<file path="src/rtl/lbk_pkg.sv">
package lbk_pkg;
  localparam int WORD_W = 16;

  typedef struct packed {
    logic [WORD_W-1:0] data;
    logic              sync_cmd;
    logic              par_ok;
  } lbk_word_t;
endpackage

</file>
<file path="src/rtl/lbk_echo_cmp.sv">
module lbk_echo_cmp
  import lbk_pkg::*;
#(
  parameter int ECHO_WAIT = 8
) (
  input  logic      clk,
  input  logic      rst_n,
  input  logic      tx_stb,
  input  lbk_word_t tx_w,
  input  logic      rx_stb,
  input  lbk_word_t rx_w,
  output logic      fail
);
  localparam int CW = (ECHO_WAIT > 1) ? $clog2(ECHO_WAIT) : 1;
  localparam logic [CW-1:0] CNT_LAST = CW'(ECHO_WAIT - 1);

  lbk_word_t       hold_q, hold_n;
  logic            pend_q, pend_n;
  logic [CW-1:0]   cnt_q, cnt_n;
  logic            fail_q, fail_n;
  logic            hold_en;
  logic            mism;

  assign mism    = (rx_w.data != hold_q.data) || (rx_w.sync_cmd != hold_q.sync_cmd) || !rx_w.par_ok;
  assign hold_en = tx_stb;

  always_comb begin
    pend_n = pend_q;
    cnt_n  = cnt_q;
    fail_n = 1'b0;
    hold_n = hold_q;
    if (pend_q) begin
      if (rx_stb) begin
        fail_n = mism;
        pend_n = 1'b0;
      end else if (tx_stb) begin
        fail_n = 1'b1;
      end else if (cnt_q == CNT_LAST) begin
        fail_n = 1'b1;
        pend_n = 1'b0;
      end else begin
        cnt_n = cnt_q + 1'b1;
      end
    end
    if (tx_stb) begin
      hold_n        = tx_w;
      hold_n.par_ok = 1'b1;
      pend_n        = 1'b1;
      cnt_n         = '0;
    end
  end

  always_ff @(posedge clk or negedge rst_n) begin
    if (!rst_n) begin
      pend_q <= 1'b0;
      cnt_q  <= '0;
      fail_q <= 1'b0;
    end else begin
      pend_q <= pend_n;
      cnt_q  <= cnt_n;
      fail_q <= fail_n;
    end
  end

  always_ff @(posedge clk or negedge rst_n) begin
    if (!rst_n) begin
      hold_q <= '0;
    end else if (hold_en) begin
      hold_q <= hold_n;
    end
  end

  assign fail = fail_q;

  // a transmitted word is always awaited next cycle
  assert_pend_after_tx_R1: assert property (@(posedge clk) disable iff (!rst_n)
    tx_stb |=> pend_q);
  // failure only reported when an echo was outstanding
  assert_fail_needs_pend_R2: assert property (@(posedge clk) disable iff (!rst_n)
    fail_q |-> $past(pend_q));
  // expired window with no echo gives a failure
  assert_timeout_R4: assert property (@(posedge clk) disable iff (!rst_n)
    (pend_q && !rx_stb && !tx_stb && cnt_q == CNT_LAST) |=> (fail_q && !pend_q));
  // no failure arises while nothing is awaited
  assert_idle_quiet_R6: assert property (@(posedge clk) disable iff (!rst_n)
    (!pend_q) |=> !fail_q);
endmodule

</file>
<file path="src/rtl/lbk_tx_watchdog.sv">
module lbk_tx_watchdog #(
  parameter int CLKS_PER_US = 50,
  parameter int LIMIT_US    = 688
) (
  input  logic clk,
  input  logic rst_n,
  input  logic tx_active,
  output logic trip
);
  localparam int PW = (CLKS_PER_US > 1) ? $clog2(CLKS_PER_US) : 1;
  localparam int UW = $clog2(LIMIT_US + 1);
  localparam logic [PW-1:0] PRE_LAST = PW'(CLKS_PER_US - 1);
  localparam logic [UW-1:0] US_LIM   = UW'(LIMIT_US);

  logic [PW-1:0] pre_q, pre_n;
  logic [UW-1:0] us_q, us_n;
  logic          done_q, done_n;
  logic          trip_q, trip_n;
  logic          tick;

  assign tick = tx_active && !done_q && (pre_q == PRE_LAST);

  always_comb begin
    pre_n  = pre_q;
    us_n   = us_q;
    done_n = done_q;
    trip_n = 1'b0;
    if (!tx_active) begin
      pre_n  = '0;
      us_n   = '0;
      done_n = 1'b0;
    end else if (!done_q) begin
      if (tick) begin
        pre_n = '0;
        if (us_q == US_LIM) begin
          trip_n = 1'b1;
          done_n = 1'b1;
        end else begin
          us_n = us_q + 1'b1;
        end
      end else begin
        pre_n = pre_q + 1'b1;
      end
    end
  end

  always_ff @(posedge clk or negedge rst_n) begin
    if (!rst_n) begin
      pre_q  <= '0;
      us_q   <= '0;
      done_q <= 1'b0;
      trip_q <= 1'b0;
    end else begin
      pre_q  <= pre_n;
      us_q   <= us_n;
      done_q <= done_n;
      trip_q <= trip_n;
    end
  end

  assign trip = trip_q;

  // microsecond count never passes the limit
  assert_us_bound_R7: assert property (@(posedge clk) disable iff (!rst_n)
    us_q <= US_LIM);
  // single trip per burst
  assert_single_trip_R7: assert property (@(posedge clk) disable iff (!rst_n)
    trip_q |=> !trip_q);
  // idle edge restarts the count
  assert_idle_reset_R8: assert property (@(posedge clk) disable iff (!rst_n)
    !tx_active |=> (us_q == '0 && pre_q == '0 && !trip_q));
endmodule

</file>
<file path="src/rtl/lbk_shut_stat.sv">
module lbk_shut_stat (
  input  logic clk,
  input  logic rst_n,
  input  logic lb_fault,
  input  logic ovr_fault,
  input  logic sw_clr,
  output logic status,
  output logic irq
);
  logic sts_q, sts_n;
  logic irq_q, irq_n;
  logic fault;

  assign fault = lb_fault || ovr_fault;

  always_comb begin
    sts_n = sts_q;
    irq_n = 1'b0;
    if (fault) begin
      sts_n = 1'b1;
      irq_n = !sts_q;
    end else if (sw_clr) begin
      sts_n = 1'b0;
    end
  end

  always_ff @(posedge clk or negedge rst_n) begin
    if (!rst_n) begin
      sts_q <= 1'b0;
      irq_q <= 1'b0;
    end else begin
      sts_q <= sts_n;
      irq_q <= irq_n;
    end
  end

  assign status = sts_q;
  assign irq    = irq_q;

  // any fault sets the status on the next edge
  assert_fault_sets_R9: assert property (@(posedge clk) disable iff (!rst_n)
    fault |=> sts_q);
  // status holds without a clear
  assert_sticky_R9: assert property (@(posedge clk) disable iff (!rst_n)
    (sts_q && !sw_clr) |=> sts_q);
  // interrupt only on a fresh rise
  assert_irq_rise_R11: assert property (@(posedge clk) disable iff (!rst_n)
    irq_q |-> (sts_q && !$past(sts_q)));
endmodule

</file>
<file path="src/rtl/lbk_guard.sv">
module lbk_guard
  import lbk_pkg::*;
#(
  parameter int CLKS_PER_US = 50,
  parameter int LIMIT_US    = 688,
  parameter int ECHO_WAIT   = 8
) (
  input  logic              clk,
  input  logic              rst_n,
  input  logic              tx_stb,
  input  logic [WORD_W-1:0] tx_word,
  input  logic              tx_sync_cmd,
  input  logic              rx_stb,
  input  logic [WORD_W-1:0] rx_word,
  input  logic              rx_sync_cmd,
  input  logic              rx_par_ok,
  input  logic              tx_active,
  input  logic              sd_clr,
  output logic              lb_fail,
  output logic              sd_status,
  output logic              sd_irq,
  output logic              tx_disable
);
  lbk_word_t tx_w, rx_w;
  logic      fail_w, trip_w, sts_w;

  assign tx_w = '{data: tx_word, sync_cmd: tx_sync_cmd, par_ok: 1'b1};
  assign rx_w = '{data: rx_word, sync_cmd: rx_sync_cmd, par_ok: rx_par_ok};

  lbk_echo_cmp #(.ECHO_WAIT(ECHO_WAIT)) u_cmp (
    .clk(clk), .rst_n(rst_n), .tx_stb(tx_stb), .tx_w(tx_w),
    .rx_stb(rx_stb), .rx_w(rx_w), .fail(fail_w)
  );

  lbk_tx_watchdog #(.CLKS_PER_US(CLKS_PER_US), .LIMIT_US(LIMIT_US)) u_wdg (
    .clk(clk), .rst_n(rst_n), .tx_active(tx_active), .trip(trip_w)
  );

  lbk_shut_stat u_stat (
    .clk(clk), .rst_n(rst_n), .lb_fault(fail_w), .ovr_fault(trip_w),
    .sw_clr(sd_clr), .status(sts_w), .irq(sd_irq)
  );

  assign lb_fail    = fail_w;
  assign sd_status  = sts_w;
  assign tx_disable = sts_w;

  // disable follows status at the ports
  assert_disable_R10: assert property (@(posedge clk) disable iff (!rst_n)
    $rose(sd_status) |-> tx_disable);
endmodule

</file>
<file path="config.mk">
export PLATFORM = sky130hd
export DESIGN_NAME = lbk_guard
export DESIGN_NICKNAME = d
export VERILOG_FILES = /design/src/rtl/lbk_pkg.sv /design/src/rtl/lbk_echo_cmp.sv /design/src/rtl/lbk_tx_watchdog.sv /design/src/rtl/lbk_shut_stat.sv /design/src/rtl/lbk_guard.sv
export SDC_FILE = /design/constraint.sdc
export NUM_CORES = 1
export LEC_CHECK = 0
export BUFFER_PORTS_ARGS = -buffer_cell sky130_fd_sc_hd__buf_2
export CAP_MARGIN = 20
export CORE_UTILIZATION = 30
export CTS_CLUSTER_SIZE = 10
export DETAILED_ROUTE_END_ITERATION = 12
export PLACE_DENSITY = 0.48
export SLEW_MARGIN = 20
export SYNTH_ARGS = -nofsm -noshare
export SYNTH_HDL_FRONTEND = slang
export SYNTH_SLANG_ARGS = --single-unit
</file>
<file path="constraint.sdc">
create_clock -name clk -period 2 [get_ports clk]
set_input_delay 0.4 -clock clk [delete_from_list [all_inputs] [get_ports clk]]
set_output_delay 0.4 -clock clk [all_outputs]
set_load 0.01 [all_outputs]
</file>
# [Word level (Yosys, flattened, before mapping)]
# Index checks and enable logic that the tools add are counted.
[totals] regBits=42 out_inout_bits=4 wordCells=64
[classes] n_addsub=3 eq_ne=10 muxes=28 n_reduce_logical=12
[op_table] operator="two-way mux 10 bit" n=4
[op_table] operator="two-way mux 6 bit" n=3
[op_table] operator="two-way mux 1 bit" n=17
[op_table] operator="!= test 16 bit" n=1
[op_table] operator="two-way mux 3 bit" n=4
[op_table] operator="adder 10 x 1 -> 10 bit, second input constant" n=1
[op_table] operator="equality test 10 bit, second input constant" n=1
[op_table] operator="!= test 2 bit, second input constant" n=4
[op_table] operator="adder 6 x 1 -> 6 bit, second input constant" n=1
[op_table] operator="equality test 6 bit, second input constant" n=1
[op_table] operator="AND reduction 3 bit" n=2
[op_table] operator="nonzero test 2 bit" n=2
[op_table] operator="adder 3 x 1 -> 3 bit, second input constant" n=1
[op_table] operator="equality test 3 bit, second input constant" n=1
[op_table] operator="logical NOT 1 bit" n=3
[op_table] operator="logical OR 1 bit" n=3
[op_table] operator="logical AND 1 bit" n=2
[op_table] operator="!= test 2 x 1 -> 1 bit, second input constant" n=1
[op_table] operator="!= test 1 bit" n=1

# [Longest topological paths before layout]
# Gate-level depths: netlist (run 1).
[depth] ltp_word=6 mapped_depth=7 depth_no_buf=6

# [Modules after synthesis]
# From an unflattened synthesis (run 1), not the netlist that was laid out.
[unflattened] cells_unflattened=189 area_unflattened_um2=2138.3
[by_module_without_submodules] module="lbk_echo_cmp" n_inst=1 cells_per_inst=76 area_each_um2=1043.5
[by_module_without_submodules] module="lbk_tx_watchdog" n_inst=1 cells_per_inst=105 area_each_um2=1017.2
[by_module_without_submodules] module="lbk_shut_stat" n_inst=1 cells_per_inst=6 area_each_um2=66.3
[by_module_without_submodules] module="lbk_guard" n_inst=1 cells_per_inst=2 area_each_um2=11.3

# [Worst setup path after synthesis (run 1)]
# OpenSTA, ideal clock, no wires.
[synth_timing] kind="flip-flop to flip-flop" startpoint="register u_cmp.cnt_q[0]" endpoint="register u_cmp.cnt_q[1]" setup_ps=134 arrival_ps=1483 required_ps=1866 path_slack_ps=383 stages_incl_launch_ff=6 period_less_slack_ps=1617 cell_sequence="dfrtp_1 > ha_1 > ha_1 > nor3b_1 > mux2i_1 > nor2_1"
[synth_between] elab_chain_cells=5 word_cells_on_any_way=8
[synth_rtl] item="from (decl)" line="lbk_echo_cmp.sv:19" rtl="logic [CW-1:0] cnt_q, cnt_n;"
[synth_rtl] item="from (signal assigned)" line="lbk_echo_cmp.sv:60" rtl="cnt_q <= cnt_n;"
[synth_rtl] item="adder 3 x 1 -> 3 bit" line="lbk_echo_cmp.sv:42" rtl="cnt_n = cnt_q + 1'b1;"
[synth_rtl] item="two-way mux 3 bit" line="lbk_echo_cmp.sv:38" rtl="end else if (cnt_q == CNT_LAST) begin"
[synth_rtl] item="two-way mux 3 bit" line="lbk_echo_cmp.sv:33" rtl="if (rx_stb) begin"
[synth_rtl] item="two-way mux 3 bit" line="lbk_echo_cmp.sv:32" rtl="if (pend_q) begin"
[synth_rtl] item="two-way mux 3 bit" line="lbk_echo_cmp.sv:45" rtl="if (tx_stb) begin"
# Several ways; a longest one is shown, not always the timed one. The select of a mux whose other input is x is not followed.
# A chain may end at the register's enable or synchronous reset.

# [Final worst setup path (run 1)]
[layout_timing] startpoint="register u_wdg.pre_q[1]" endpoint="register u_wdg.us_q[9]"
[layout_between] elab_chain_cells=4
[layout_rtl] item="from (decl)" line="lbk_tx_watchdog.sv:15" rtl="logic [PW-1:0] pre_q, pre_n;"
[layout_rtl] item="from (signal assigned)" line="lbk_tx_watchdog.sv:54" rtl="pre_q <= pre_n;"
[layout_rtl] item="equality test 6 bit" line="lbk_tx_watchdog.sv:21" rtl="assign tick = tx_active && !done_q && (pre_q == PRE_LAST);"
[layout_rtl] item="logical AND 1 bit" line="lbk_tx_watchdog.sv:21"
[layout_rtl] item="!= test 2 x 1 -> 1 bit (no line)"
[layout_rtl] item="AND reduction 3 bit (no line)"
[layout_rtl] item="to (signal assigned)" line="lbk_tx_watchdog.sv:55" rtl="us_q <= us_n;"
[layout_rtl] item="to (decl)" line="lbk_tx_watchdog.sv:16" rtl="logic [UW-1:0] us_q, us_n;"
# Every way passes these cells.

==> run summary, run 1 <==
Antenna diodes -> 0
Final Cell Area -> 0.00255 mm²
Slew of the pin with the lowest slew margin -> 0.544 ns
Crit Path Category -> register to register
Post-DP HPWL -> 2.87 mm
Clock skew -> 0.00576 ns
Root buffer cell -> clkbuf_8
Pwr Total -> 0.00198 W
Layout cells sized above 1 -> 32.2%
Maxcap violations -> 0
Sequential share of the synthesized area -> 50.2%
Clk sink count -> 42
Post-synth ARST share -> 100%
Pleak -> 1.15 nW
Area grow syn2layout -> 21.8%
Die Height -> 85.5 µm
Vias in the first global route -> 1483
Minimum clock period -> 1.70 ns
Final Hold Fails -> 0
Placer Congestion -> 0.767
Number of fill cells -> 694
WL/cell -> 12.5 µm
Post-synth EDFFs -> 0
Worst hold margin -> 0.159 ns
# resized after CTS -> 0
Top_reg_cell synth -> dfrtp_1
Max Buffers Root-to-Sink -> 2
H-Tree Depth -> 2
Total track usage -> 12.1%
Hold-fix buffers at CTS -> 0
IO Pins -> 45
Crit end category -> register
Crit-path slowest cell -> or4_1
Dominant cells by area after synthesis -> dfrtp_1, mux2_2, xnor2_1
RSZ-0062 raised after global routing -> false
Drc violations -> 0
Net count after synthesis -> 237
Total CTS buffers -> 5
Routed wire length -> 3.98 mm
Die X-Extent -> 85.5 µm
Initial antenna violation count -> 0
Setup-failing EPs final -> 0
Yosys reg bits -> 42
First-pass GRT wire length -> 6.94 mm
CP Cell Sequence -> inv_1 > ha_1 > and4b_1 > nand3_1 > or4_1 > a21oi_1
Worst skew pair latency -> 0.30 ns
Initial DRC Count -> 73
Syn avg cell area -> 11.0 µm²
DR pass1 iterations -> 4
Core area -> 0.00676 mm²
Die ar. -> 0.00731 mm²
WP data arrival -> 1.92 ns
Post-synthesis instance area -> 0.00209 mm²
Number of port buffers -> 44
Final period utilization -> 85.1%
WP data required -> 2.22 ns
Antenna-violating nets left -> 0
TNS Setup -> 0 ns
Pwr/cell area -> 775 mW/mm²
CP max stage delay -> 0.42 ns
FMAX -> 587 MHz
Initial Util -> 31.0%
Max transition margin -> 63.7%
Warnings, synthesis -> 0
Status -> completed
Hold Crit Class -> input pin to async pin
Share of the synthesized area in the top cell type -> 50.2%
CTS tree -> built
Clock Pin Slew Worst Setup and Hold Paths -> 0.08 ns
Syn Inst Count -> 190
Nets -> 285
Max-slew violations -> 0
Vias per inst -> 4.74
Maximum vdd drop -> 219 µV
Placed Area -> 0.00241 mm²
Crit start category -> register
Grt ovf -> 0
Largest net degree at the start of global routing -> 43
Post-CTS Setup Repair Bufs -> 0
Via count -> 1513
Worst-path maximum fanout -> 5
Synth area leader -> dfrtp_1
FP Rows -> 30
Distinct cells, synth -> 37
-- placed cells by master (no fill, tap or decap), types with 3 or more instances in the layout --
| cell | instances |
|---|---|
| a21oi_1 | 9 |
| and2_1 | 3 |
| and3_1 | 4 |
| buf_2 | 44 |
| buf_4 | 3 |
| clkbuf_8 | 6 |
| dfrtp_1 | 42 |
| ha_1 | 6 |
| inv_1 | 8 |
| mux2_2 | 17 |
| mux2i_1 | 4 |
| nand2_1 | 7 |
| nand3_1 | 7 |
| nand4_1 | 9 |
| nor2_1 | 11 |
| nor3_1 | 3 |
| o21ai_0 | 7 |
| or3_1 | 5 |
| xnor2_1 | 15 |
| xor2_1 | 7 |
-- stage by stage --
| stage | worst slack (ns) | util [%] | instances |
|---|---|---|---|
| 3_3_place_gp | 0.350 | 35.6 | 311 |
| 4_1_cts | 0.270 | 37.7 | 319 |
| 5_1_grt | 0.167 | 37.7 | 319 |
| 3_5_place_dp | 0.314 | 35.6 | 311 |
| 2_1_floorplan | 0.383 | - | 190 |
| 6_report | 0.297 | 37.7 | 319 |
-- path summary, 6_finish.rpt --
check                                      startpoint                         to  slack, ns  cells past startpoint
min in group clk                               sd_clr  u_stat.status$_DFFE_PN0P_       0.29                      2
max reg2reg                u_wdg.pre_q[1]$_DFFE_PN0P_  u_wdg.us_q[9]$_DFFE_PN0P_       0.30                      6
max in group asynchronous                       rst_n  u_wdg.us_q[1]$_DFFE_PN0P_       1.46                      2
min reg2reg                      u_wdg.trip$_DFF_PN0_  u_stat.status$_DFFE_PN0P_       0.48                      2
min                                             rst_n  u_wdg.us_q[0]$_DFFE_PN0P_       0.16                      2
max                        u_wdg.pre_q[1]$_DFFE_PN0P_  u_wdg.us_q[9]$_DFFE_PN0P_       0.30                      6
-- where the power goes --
| part | internal [W] | switching (W) |
|---|---|---|
| Combinational | 0.000116 | 0.0000910 |
| Clock | 0.000533 | 0.000304 |
| Sequential | 0.000898 | 0.0000346 |
-- state kept, by name (all words and copies together), names as in the netlist, 3 cells and up --
register / cells
u_wdg.us_q: 10
u_wdg.pre_q: 6
u_cmp.hold_q: 17
u_cmp.cnt_q: 3
-- cell usage after synthesis (all sizes together) (5+ instances only) --
master  count
inv         8
nand3       8
xnor2      15
o21ai       7
dfrtp      42
nor2       12
nand4       9
xor2        7
a21oi       9
or3         5
buf         5
ha          6
nand2       7
mux2       17
-- final cells by class --
cell class / instances / area (µm²) / area share, %
clock inverters: 2 / 60.1 / 2.36
clock buffers: 6 / 82.6 / 3.24
inverters: 8 / 30.0 / 1.18
well taps: 80 / 100 / 3.93
multi-input cells: 134 / 982 / 38.5
repair buffers: 47 / 243 / 9.52
flip-flops and latches: 42 / 1050 / 41.2
-- logic make-up (layout without fill, tap and decap cells) --
kind of cell             Yosys count  in the layout  share of synthesized area [%]
adder cells (fa/ha/maj)            6              6                           3.59
multiplexers                      21             21                           11.1
buffers and inverters             14             63                           2.81
AND/OR/NAND/NOR                   63             63                           17.1
AO/OA/AOI/OAI                     22             22                           5.98
flip-flops                        42             42                           50.2
XOR/XNOR                          22             22                           9.21
-- worst max-delay path, delay by kind of cell, from the launching register on --
kind                     cells  cell delay, ns
flip-flops                   1            0.41
AO/OA/AOI/OAI                1            0.16
AND/OR/NAND/NOR              3            0.85
buffers and inverters        1            0.06
adder cells (fa/ha/maj)      1            0.13
-- metal layers --
layer  wire length [µm]  part of all wire (%)  global-route usage, %
met1               1940                    49                   16.6
met2               1840                    46                   18.5
met3                132                   3.3                   2.79
met4                 73                   1.8                   5.00
met5                  0                     0                      0
(Power assumes the default switching activity.)
==> inputs of run 2 (changes only) <==
- ABC_AREA: default -> 1
==> run 2 against run 1 <==
Compared with the run above:
- global-route usage rose by 1.0 points
- first-iteration DRC count grew 9.6%
- sequential power decreased by 1%
- utilization shrank 0.53 points
- critical path type unchanged
- final area grew 7.0%
- sequential share of layout area is 2.7 points lower
==> run summary, run 2 <==
Status -> completed
Largest register FFs -> 17
Vias in the first global route -> 1837
IO Pins -> 45
WL/cell -> 10.1 µm
Number of port buffers -> 44
Worst hold margin -> 0.170 ns
Max transition margin -> 64.3%
Compound-Gate Fraction of Synth Area -> 7.32%
Final Hold Fails -> 0
Routed wire length -> 4.60 mm
Crit Path Category -> register to register
Placer Congestion -> 0.807
Initial DRC Count -> 80
Hold Crit Class -> input pin to async pin
CTS tree -> built
Worst flop-to-flop path endpoint -> u_wdg.us_q[3]$_DFFE_PN0P_
Largest regs -> u_cmp.hold_q (17), u_wdg.us_q (10), u_wdg.pre_q (6)
CP max stage delay -> 0.41 ns
Share of the synthesized area in the top cell type -> 45.6%
Post-synth top cells -> nand2_1, inv_1, dfrtp_1, nor2_1, o21ai_0
Warnings, synthesis -> 0
Initial Util -> 31.5%
DR pass1 iterations -> 4
Worst skew pair latency -> 0.29 ns
RSZ-0062 raised after global routing -> false
Count leader, synth -> nand2_1
Worst Path Buf+Inv -> 1
Family with the most delay on the worst path -> simple AND/OR/NAND/NOR gates
TNS Setup -> 0 ns
Commonest cells after routing, fill and taps aside -> nand2_1, inv_1, buf_2, dfrtp_1, nor2_1
Die ar. -> 0.00805 mm²
Largest net degree at the start of global routing -> 43
Sequential share of the synthesized area -> 45.6%
Post-CTS Setup Repair Bufs -> 0
Vias per inst -> 4.29
Maximum vdd drop -> 220 µV
FP Rows -> 31
Die Height -> 89.7 µm
Grt ovf -> 0
Pleak -> 1.49 nW
Xor/xnor share of the synthesized area -> 4.18%
Distinct cells, synth -> 29
Maxcap violations -> 0
WP data required -> 2.18 ns
FMAX -> 651 MHz
Top_reg_cell synth -> dfrtp_1
Antenna diodes -> 0
Root buffer cell -> clkbuf_8
Layout cells sized above 1 -> 19.2%
Max Buffers Root-to-Sink -> 2
Post-synthesis instance area -> 0.00231 mm²
Final period utilization -> 76.8%
Yosys reg bits -> 42
Total CTS buffers -> 5
Max-slew violations -> 0
Simple logic cell fraction of the synthesized area -> 30.2%
Post-DP HPWL -> 3.42 mm
CP Cell Sequence -> inv_1 > ha_1 > nand2_1 > nor2_1 > nand4_1 > nand2_1 > nand2_2 > nand2_1 > nand2_1
Clock skew -> 0.00677 ns
Most common cell after layout, fill and taps aside -> nand2_1
Area grow syn2layout -> 18.2%
Worst-path maximum fanout -> 5
Clk sink count -> 42
Syn Inst Count -> 307
Post-synth EDFFs -> 0
Worst R2R Path Depth -> 9
Net count after synthesis -> 354
Via count -> 1949
# resized after CTS -> 0
Drc violations -> 0
Minimum clock period -> 1.54 ns
Crit start category -> register
Worst r2r src -> u_wdg.us_q[0]$_DFFE_PN0P_
Pwr/cell area -> 627 mW/mm²
WP data arrival -> 1.72 ns
Clock Pin Slew Worst Setup and Hold Paths -> 0.08 ns
Post-synth ARST share -> 100%
CP most frequent cell -> nand2_1
Setup-failing EPs final -> 0
Adder-cell area share of the yosys netlist -> 3.25%
Initial antenna violation count -> 0
Largest family of logic cells by synthesized area -> simple AND/OR/NAND/NOR gates
Slew of the pin with the lowest slew margin -> 0.535 ns
Biggest register -> u_cmp.hold_q
First-pass GRT wire length -> 8.09 mm
Total track usage -> 13.1%
Reg-to-reg slack, setup -> 0.46 ns
Synth area leader -> dfrtp_1
Multiplexer share of the synthesized area -> 0%
Crit-path slowest cell -> dfrtp_1
Hold-fix buffers at CTS -> 0
Nets -> 401
Die X-Extent -> 89.7 µm
Crit end category -> register
Dominant cells by area after synthesis -> dfrtp_1, nand2_1, inv_1
Syn avg cell area -> 7.52 µm²
Antenna-violating nets left -> 0
Core area -> 0.00733 mm²
H-Tree Depth -> 2
==> run 2: worst reg2reg max path, cell delays in order, from the launching register on <==
cell,delay (ns)
dfrtp_1,0.41
inv_1,0.10
ha_1,0.16
nand2_1,0.05
nor2_1,0.12
nand4_1,0.22
nand2_1,0.15
nand2_2,0.09
nand2_1,0.08
nand2_1,0.05
==> run 2: stage by stage <==
stage / std cells / worst slack, ns / total power [W] / utilization (%) / instance area, µm²
2_1_floorplan: 307 / 0.697 / 0.00107 / - / 2310
3_3_place_gp: 446 / 0.439 / 0.00116 / 35.9 / 2630
3_5_place_dp: 446 / 0.403 / 0.00117 / 35.9 / 2630
4_1_cts: 454 / 0.458 / 0.00175 / 37.2 / 2730
5_1_grt: 454 / 0.280 / 0.00184 / 37.2 / 2730
6_report: 454 / 0.464 / 0.00171 / 37.2 / 2730
==> run 2: worst max-delay path by stage <==
stage	slack, ns	end	startpoint	cells past startpoint
floorplan	0.70	u_wdg.us_q[2]$_DFFE_PN0P_	u_wdg.us_q[0]$_DFFE_PN0P_	9
global placement	0.44	u_wdg.us_q[7]$_DFFE_PN0P_	tx_active	8
detailed placement	0.40	u_wdg.us_q[7]$_DFFE_PN0P_	tx_active	8
CTS	0.46	u_wdg.us_q[3]$_DFFE_PN0P_	u_wdg.us_q[0]$_DFFE_PN0P_	9
global route	0.28	u_wdg.us_q[3]$_DFFE_PN0P_	u_wdg.us_q[0]$_DFFE_PN0P_	9
finish	0.46	u_wdg.us_q[3]$_DFFE_PN0P_	u_wdg.us_q[0]$_DFFE_PN0P_	9
==> run 2: cell type report <==
cell class	count	area, µm²
clock buffer	6	82.6
clock inverter	2	12.5
sequential	42	1050
inverter	49	184
multi-input combinational	210	1040
timing repair buffer	46	235
fill	778	4600
tap	99	124
==> run 2: power breakdown <==
group	total, W	internal [W]	switching [W]
clock network	0.000568	0.000278	0.000290
registers	0.000920	0.000894	0.0000262
logic	0.000223	0.0000920	0.000131
total	0.00171	0.00126	0.000447
==> run 2: routing by layer <==
layer	GRT usage [%]	share of wire, %
met5	0	0
met3	3.02	4.8
met1	16.6	47
met2	22.6	47
met4	3.46	1.2
==> run 2: cell families (layout without fill, tap and decap cells) <==
| family | after synthesis | count (layout) |
|---|---|---|
| and+or+nand+nor | 162 | 162 |
| buffers and inverters | 55 | 103 |
| DFF | 42 | 42 |
| AOI/OAI and AO/OA | 31 | 31 |
| xor gates and xnor gates | 11 | 11 |
| adders and majority gates | 6 | 6 |
